<file path="src/rtl/atan2_pkg.sv">
`timescale 1ns/1ps
package atan2_pkg;
  localparam int EXP_W  = 8;
  localparam int MAN_W  = 23;
  localparam int WORD_W = 1 + EXP_W + MAN_W;
  localparam int MAG_W  = WORD_W - 1;
  localparam int QUIET_BIT = MAN_W - 1;

  localparam logic [WORD_W-1:0] K_QUARTER_PI = 32'h3F490FDB;
  localparam logic [WORD_W-1:0] K_HALF_PI    = 32'h3FC90FDB;
  localparam logic [WORD_W-1:0] K_3Q_PI      = 32'h4016CBE4;
  localparam logic [WORD_W-1:0] K_PI         = 32'h40490FDB;

  typedef enum logic [2:0] {
    RK_ZERO, RK_QPI, RK_HPI, RK_3QPI, RK_PI, RK_NAN_X, RK_NAN_Y
  } resKind_e;

  typedef enum logic [1:0] {
    OFS_NONE = 2'd0, OFS_HALF_PI = 2'd1, OFS_PI = 2'd2
  } offSel_e;

  typedef struct packed {
    logic isNan;
    logic isInf;
    logic isZero;
    logic sign;
  } fpClass_t;

  typedef struct packed {
    logic     load;
    logic     special;
    resKind_e kind;
    logic     resSign;
    logic     swap;
    offSel_e  offSel;
    logic     offNeg;
    logic     termNeg;
  } ctrlStrobe_t;
endpackage

</file>
<file path="src/rtl/atan2_classify.sv">
`timescale 1ns/1ps
module atan2_classify
  import atan2_pkg::*;
#(
  parameter int EW = EXP_W,
  parameter int MW = MAN_W
) (
  input  logic [EW+MW:0] word,
  output fpClass_t       cls
);
  logic [EW-1:0] expField;
  logic [MW-1:0] manField;
  logic expAllOnes;
  logic expAllZero;
  logic manZero;

  assign expField   = word[EW+MW-1:MW];
  assign manField   = word[MW-1:0];
  assign expAllOnes = &expField;
  assign expAllZero = ~|expField;
  assign manZero    = ~|manField;

  always_comb begin
    cls.isNan  = expAllOnes & ~manZero;
    cls.isInf  = expAllOnes & manZero;
    cls.isZero = expAllZero & manZero;
    cls.sign   = word[EW+MW];
  end
endmodule

</file>
<file path="src/rtl/atan2_ctrl.sv">
`timescale 1ns/1ps
module atan2_ctrl
  import atan2_pkg::*;
(
  input  logic        inValid,
  input  fpClass_t    clsY,
  input  fpClass_t    clsX,
  input  logic        yGtX,
  output ctrlStrobe_t strobe
);
  always_comb begin
    strobe         = '0;
    strobe.kind    = RK_ZERO;
    strobe.offSel  = OFS_NONE;
    strobe.load    = inValid;
    strobe.resSign = clsY.sign;
    if (clsX.isNan) begin
      strobe.special = 1'b1;
      strobe.kind    = RK_NAN_X;
    end else if (clsY.isNan) begin
      strobe.special = 1'b1;
      strobe.kind    = RK_NAN_Y;
    end else if (clsX.isInf && !clsX.sign) begin
      strobe.special = 1'b1;
      strobe.kind    = clsY.isInf ? RK_QPI : RK_ZERO;
    end else if (clsX.isInf) begin
      strobe.special = 1'b1;
      strobe.kind    = clsY.isInf ? RK_3QPI : RK_PI;
    end else if (clsY.isInf) begin
      strobe.special = 1'b1;
      strobe.kind    = RK_HPI;
    end else if (clsX.isZero && !clsY.isZero) begin
      strobe.special = 1'b1;
      strobe.kind    = RK_HPI;
    end else if (clsY.isZero) begin
      strobe.special = 1'b1;
      strobe.kind    = clsX.sign ? RK_PI : RK_ZERO;
    end else if (yGtX) begin
      strobe.swap    = 1'b1;
      strobe.offSel  = OFS_HALF_PI;
      strobe.offNeg  = clsY.sign;
      strobe.termNeg = 1'b1;
    end else if (!clsX.sign) begin
      strobe.offSel  = OFS_NONE;
    end else begin
      strobe.offSel  = OFS_PI;
      strobe.offNeg  = clsY.sign;
    end
  end
endmodule

</file>
<file path="src/rtl/atan2_dp.sv">
`timescale 1ns/1ps
module atan2_dp
  import atan2_pkg::*;
(
  input  logic              clk,
  input  logic              rstN,
  input  logic [WORD_W-1:0] inY,
  input  logic [WORD_W-1:0] inX,
  input  ctrlStrobe_t       strobe,
  output logic              yGtX,
  output logic              outValid,
  output logic              outSpecial,
  output logic [WORD_W-1:0] outResult,
  output logic              outSwap,
  output logic [1:0]        outOffsetSel,
  output logic              outOffsetNeg,
  output logic              outTermNeg
);
  localparam logic [WORD_W-1:0] QUIET_MASK = WORD_W'(1) << QUIET_BIT;

  logic [MAG_W-1:0]  magY;
  logic [MAG_W-1:0]  magX;
  logic [WORD_W-1:0] constWord;
  logic [WORD_W-1:0] nextWord;

  assign magY = inY[MAG_W-1:0];
  assign magX = inX[MAG_W-1:0];
  assign yGtX = magY > magX;

  always_comb begin
    unique case (strobe.kind)
      RK_QPI:  constWord = K_QUARTER_PI;
      RK_HPI:  constWord = K_HALF_PI;
      RK_3QPI: constWord = K_3Q_PI;
      RK_PI:   constWord = K_PI;
      default: constWord = '0;
    endcase
    if (strobe.kind == RK_NAN_X)      nextWord = inX | QUIET_MASK;
    else if (strobe.kind == RK_NAN_Y) nextWord = inY | QUIET_MASK;
    else                              nextWord = {strobe.resSign, constWord[MAG_W-1:0]};
  end

  always_ff @(posedge clk or negedge rstN) begin
    if (!rstN) begin
      outValid     <= 1'b0;
      outSpecial   <= 1'b0;
      outResult    <= '0;
      outSwap      <= 1'b0;
      outOffsetSel <= 2'd0;
      outOffsetNeg <= 1'b0;
      outTermNeg   <= 1'b0;
    end else begin
      outValid <= strobe.load;
      if (strobe.load) begin
        outSpecial   <= strobe.special;
        outResult    <= strobe.special ? nextWord : '0;
        outSwap      <= strobe.swap;
        outOffsetSel <= strobe.offSel;
        outOffsetNeg <= strobe.offNeg;
        outTermNeg   <= strobe.termNeg;
      end
    end
  end
endmodule

</file>
<file path="src/rtl/atan2_octant_prep.sv">
`timescale 1ns/1ps
module atan2_octant_prep
  import atan2_pkg::*;
(
  input  logic              clk,
  input  logic              rstN,
  input  logic              inValid,
  input  logic [WORD_W-1:0] inY,
  input  logic [WORD_W-1:0] inX,
  output logic              outValid,
  output logic              outSpecial,
  output logic [WORD_W-1:0] outResult,
  output logic              outSwap,
  output logic [1:0]        outOffsetSel,
  output logic              outOffsetNeg,
  output logic              outTermNeg
);
  localparam int N_OPS = 2;

  logic [WORD_W-1:0] opWord [N_OPS];
  fpClass_t          opCls  [N_OPS];
  ctrlStrobe_t       strobe;
  logic              yGtX;

  assign opWord[0] = inY;
  assign opWord[1] = inX;

  for (genvar g = 0; g < N_OPS; g++) begin : g_cls
    atan2_classify #(.EW(EXP_W), .MW(MAN_W)) i_cls (
      .word (opWord[g]),
      .cls  (opCls[g])
    );
  end

  atan2_ctrl i_ctrl (
    .inValid (inValid),
    .clsY    (opCls[0]),
    .clsX    (opCls[1]),
    .yGtX    (yGtX),
    .strobe  (strobe)
  );

  atan2_dp i_dp (
    .clk          (clk),
    .rstN         (rstN),
    .inY          (inY),
    .inX          (inX),
    .strobe       (strobe),
    .yGtX         (yGtX),
    .outValid     (outValid),
    .outSpecial   (outSpecial),
    .outResult    (outResult),
    .outSwap      (outSwap),
    .outOffsetSel (outOffsetSel),
    .outOffsetNeg (outOffsetNeg),
    .outTermNeg   (outTermNeg)
  );
endmodule

</file>
<file path="config.mk">
export PLATFORM = sky130hd
export DESIGN_NAME = atan2_octant_prep
export DESIGN_NICKNAME = d
export VERILOG_FILES = /design/src/rtl/atan2_pkg.sv /design/src/rtl/atan2_classify.sv /design/src/rtl/atan2_ctrl.sv /design/src/rtl/atan2_dp.sv /design/src/rtl/atan2_octant_prep.sv
export SDC_FILE = /design/constraint.sdc
export NUM_CORES = 1
export LEC_CHECK = 0
export ABC_AREA = 0
export BUFFER_PORTS_ARGS = -buffer_cell sky130_fd_sc_hd__buf_2
export CAP_MARGIN = 20
export CORE_ASPECT_RATIO = 0.8
export CORE_MARGIN = 4
export CORE_UTILIZATION = 25
export CTS_CLUSTER_DIAMETER = 120
export DETAILED_ROUTE_END_ITERATION = 12
export PLACE_DENSITY = 0.56
export SLEW_MARGIN = 20
export SYNTH_ARGS = -nofsm -noshare
export SYNTH_HDL_FRONTEND = slang
export SYNTH_SLANG_ARGS = --single-unit
</file>
<file path="constraint.sdc">
create_clock -name clk -period 1.4 [get_ports clk]
set_input_delay 0.14 -clock clk [delete_from_list [all_inputs] [get_ports clk]]
set_output_delay 0.14 -clock clk [all_outputs]
set_load 0.02 [all_outputs]
</file>
==> metrics.txt <==
outcome=complete, but fails checks; failing checks=negative setup slack; drt initial violations=~190; diode count=0; synthesized area=around 0.0027 mm²; Worst Setup End Kind=flop; PortBufs=105; ys flop type=dfrtp_1; Seq cells post-synth=37; worst hold path startpoint=inX[20]; Clock Skews=0 ns; vias in the first global route=around 3500; Max stage delay cell, worst path=or4_4; first-pass GRT wire length=18.6 mm; cts bufs inserted=5; setup violators final=36; Wirelength per Cell=around 18 µm; Global Route Usage Sum=between 15 and 20%; Worst R2R Setup Slack=a little under 0.5 ns; DRC Markers=0; Startpoint Class=input port; total nets after synthesis=a little over 400; Reg2Reg Depth=2; Critical Path RT=about 1.6 ns; via count=3370; initial antenna violation count=0; layout cells sized above 1=61.6%; Post-DP HPWL=between 9 and 10 mm; placer congestion estimate=about 0.88; RSZ-0062 raised after global routing=yes; Die Width=125 µm; I/O pin total=about 110; clk sink count=37; Peak Freq=roughly 530 MHz; asr flop ratio synth=100%; fillers=slightly below 1000; critical-path cell list=buf_8, or4_4, nor2_4, nand4_1, o21ai_2, buf_4, nand3_2, buf_6, buf_12, o22ai_2, o2bb2ai_2; WHS Path Cells=3; worst slew pin tran=roughly 0.63 ns; Worst path max stage delay=around 0.54 ns; # Max-Cap Violations=0; Final period util=134%; Placement Rows=33; areal power density over the cells=between 600 and 700 mW/mm²; CTS Root Cell=clkbuf_16; Synth-to-Final Area Change=94.2%; Mapped Cells=~310; final slew viol count=0; CTS clk-pin slew, worst paths=approximately 0.06 ns; dpl cells=around 640; slew margin rel.=approximately 58%; Unique masters post-synth=52; die area=~0.013 mm²; Detail Route Antenna Nets=0; Die Ht=102 µm; CP Class=input port to flop; final wirelength=about 12 mm; Min Clock Period, post-route=1.88 ns; Starting Density=26.2%; Layout Cells excl Fill=671; worst-case clock buffer depth=2; Core Area=0.0105 mm²; TritonCTS clock tree=yes; setup_tns=-13.23 ns; clock latency on the worst-skew pair=between 0.2 and 0.3 ns; total congestion overflow=0; reg2reg end=i_dp.outResult[18]; Setup WS post-layout=-0.478 ns; largest net degree at the start of global routing=23; DRT Pass-1 Iters=4; sequential area share after synthesis=approximately a third; final hold violations=0; H-Tree Depth=2; hold path endpoint=i_dp.outResult[20]; Syn Area/Cell=8.80 µm²; VDD IR max=0.378 mV; Lkg Pwr=2.56 nW; Post-synth EDFFs=0; vias per inst=5.02; Hold Crit Class=input port to flop; largest fanout on the critical path=7; Yosys warnings=0; Crit path arrival time=~2 ns; FF-to-FF Start=i_dp.outResult[18]; Nets=628
## critical path, delay by kind of cell
kind	cells	cell delay, ns
AOI/OAI and AO/OA	3	0.40
buffers and inverters	4	0.55
and+or+nand+nor	4	0.97
## cells in the final DEF, fill, tap and decap left out, types with 4 or more instances in the layout
cell / count
o2bb2ai_2: 7
dfrtp_1: 37
nor2_1: 14
a22o_1: 8
a21oi_1: 8
buf_4: 89
o21ai_1: 8
nand4_1: 17
ha_1: 12
inv_2: 5
buf_6: 36
inv_4: 6
a21o_1: 8
nand3_1: 5
nor4_4: 7
o21ai_2: 9
ha_4: 19
o22ai_2: 4
buf_2: 91
nand2_1: 8
nor2_4: 4
nor4_1: 4
nand2b_1: 10
inv_1: 32
clkbuf_16: 5
a21oi_2: 4
o21ai_0: 5
## Yosys cell counts (6+ instances only)
cell type / n / share of area, %
nor2_1: 17 / 2.3
clkbuf_1: 6 / 0.82
a22o_1: 8 / 2.6
ha_1: 31 / 14
inv_1: 45 / 6.2
dfrtp_1: 37 / 34
nand2b_1: 10 / 2.3
nor4_1: 13 / 3.0
a21o_1: 8 / 2.2
nand2_1: 10 / 1.4
a21oi_1: 11 / 2.0
o2bb2ai_1: 8 / 2.6
nor3_1: 6 / 1.1
nand3_1: 7 / 1.3
nand4_1: 17 / 3.9
o21ai_0: 19 / 3.5
o22ai_1: 7 / 1.6
## cells by family (layout without fill, tap and decap cells)
| kind of cell | Yosys count | in the layout | share of synthesized area (%) |
|---|---|---|---|
| AO/OA/AOI/OAI | 92 | 92 | 23.7 |
| adder cells (fa/ha/maj) | 31 | 31 | 14.1 |
| buffers and inverters | 56 | 275 | 8.48 |
| flip-flops | 37 | 37 | 33.7 |
| multiplexers | 1 | 1 | 0.365 |
| AND/OR/NAND/NOR | 95 | 95 | 19.6 |
## stage by stage
step           area (µm²)  setup WS (ns)  power, W  hold slack (ns)  util, %
6_report             5330         -0.478   0.00338            0.194     50.8
5_1_grt              5330         -0.546   0.00355            0.218     50.8
4_1_cts              5050         -0.426   0.00335            0.188     48.1
3_5_place_dp         4350         -0.956   0.00188         -0.00720     41.4
3_3_place_gp         4350         -0.860   0.00187         -0.00677     41.4
2_1_floorplan        2980         -0.565   0.00143           -0.156        -
## where the power goes
part / switching, W / internal [W]
Sequential: 0.0000116 / 0.00109
Combinational: 0.000480 / 0.000479
Clock: 0.000476 / 0.000845
Total: 0.000967 / 0.00241
## layout make-up
| cell class | instances | area, µm² | share of cell area [%] |
|---|---|---|---|
| Timing Repair Buffer | 222 | 1620 | 30.5 |
| Clock inverter | 2 | 38.8 | 0.728 |
| Inverter | 45 | 201 | 3.78 |
| Clock buffer | 6 | 129 | 2.42 |
| Tap cell | 140 | 175 | 3.29 |
| Multi-Input combinational cell | 219 | 2240 | 42.0 |
| Sequential cell | 37 | 926 | 17.4 |
## flip-flops by register name (all words and copies together) (netlist names)
| register | flops |
|---|---|
| i_dp.outResult | 32 |
| i_dp.outSpecial | 1 |
| i_dp.outValid | 1 |
| i_dp.outOffsetNeg | 1 |
| i_dp.outOffsetSel | 2 |
## worst max path at each step
stage / startpoint / to / slack, ns
final: inX[11] / i_dp.outResult[10] / -0.48
after global routing: inX[11] / i_dp.outResult[10] / -0.55
after CTS: inX[17] / i_dp.outResult[0] / -0.43
after detailed placement: inY[5] / i_dp.outResult[22] / -0.96
after global placement: inY[17] / i_dp.outResult[22] / -0.86
after floorplan: inX[11] / i_dp.outResult[14] / -0.57
## metal layers
| layer | wire length (µm) | global-route usage (%) | vias to the layer above |
|---|---|---|---|
| met2 | 5450 | 30.1 | 113 |
| met4 | 136 | 3.50 | 0 |
| met5 | 0 | 0 | - |
| li1 | - | - | 1605 |
| met3 | 695 | 5.01 | 14 |
| met1 | 5570 | 25.1 | 1638 |
## timing repair
item,4_1_cts,5_1_grt
pin swaps,46,24
hold endpoints to repair,37,0
gates resized for setup,97,45
setup endpoints to repair,36,36
hold buffers,1,0
setup buffers,11,10
Note: power is estimated with default switching activity, not from simulation.
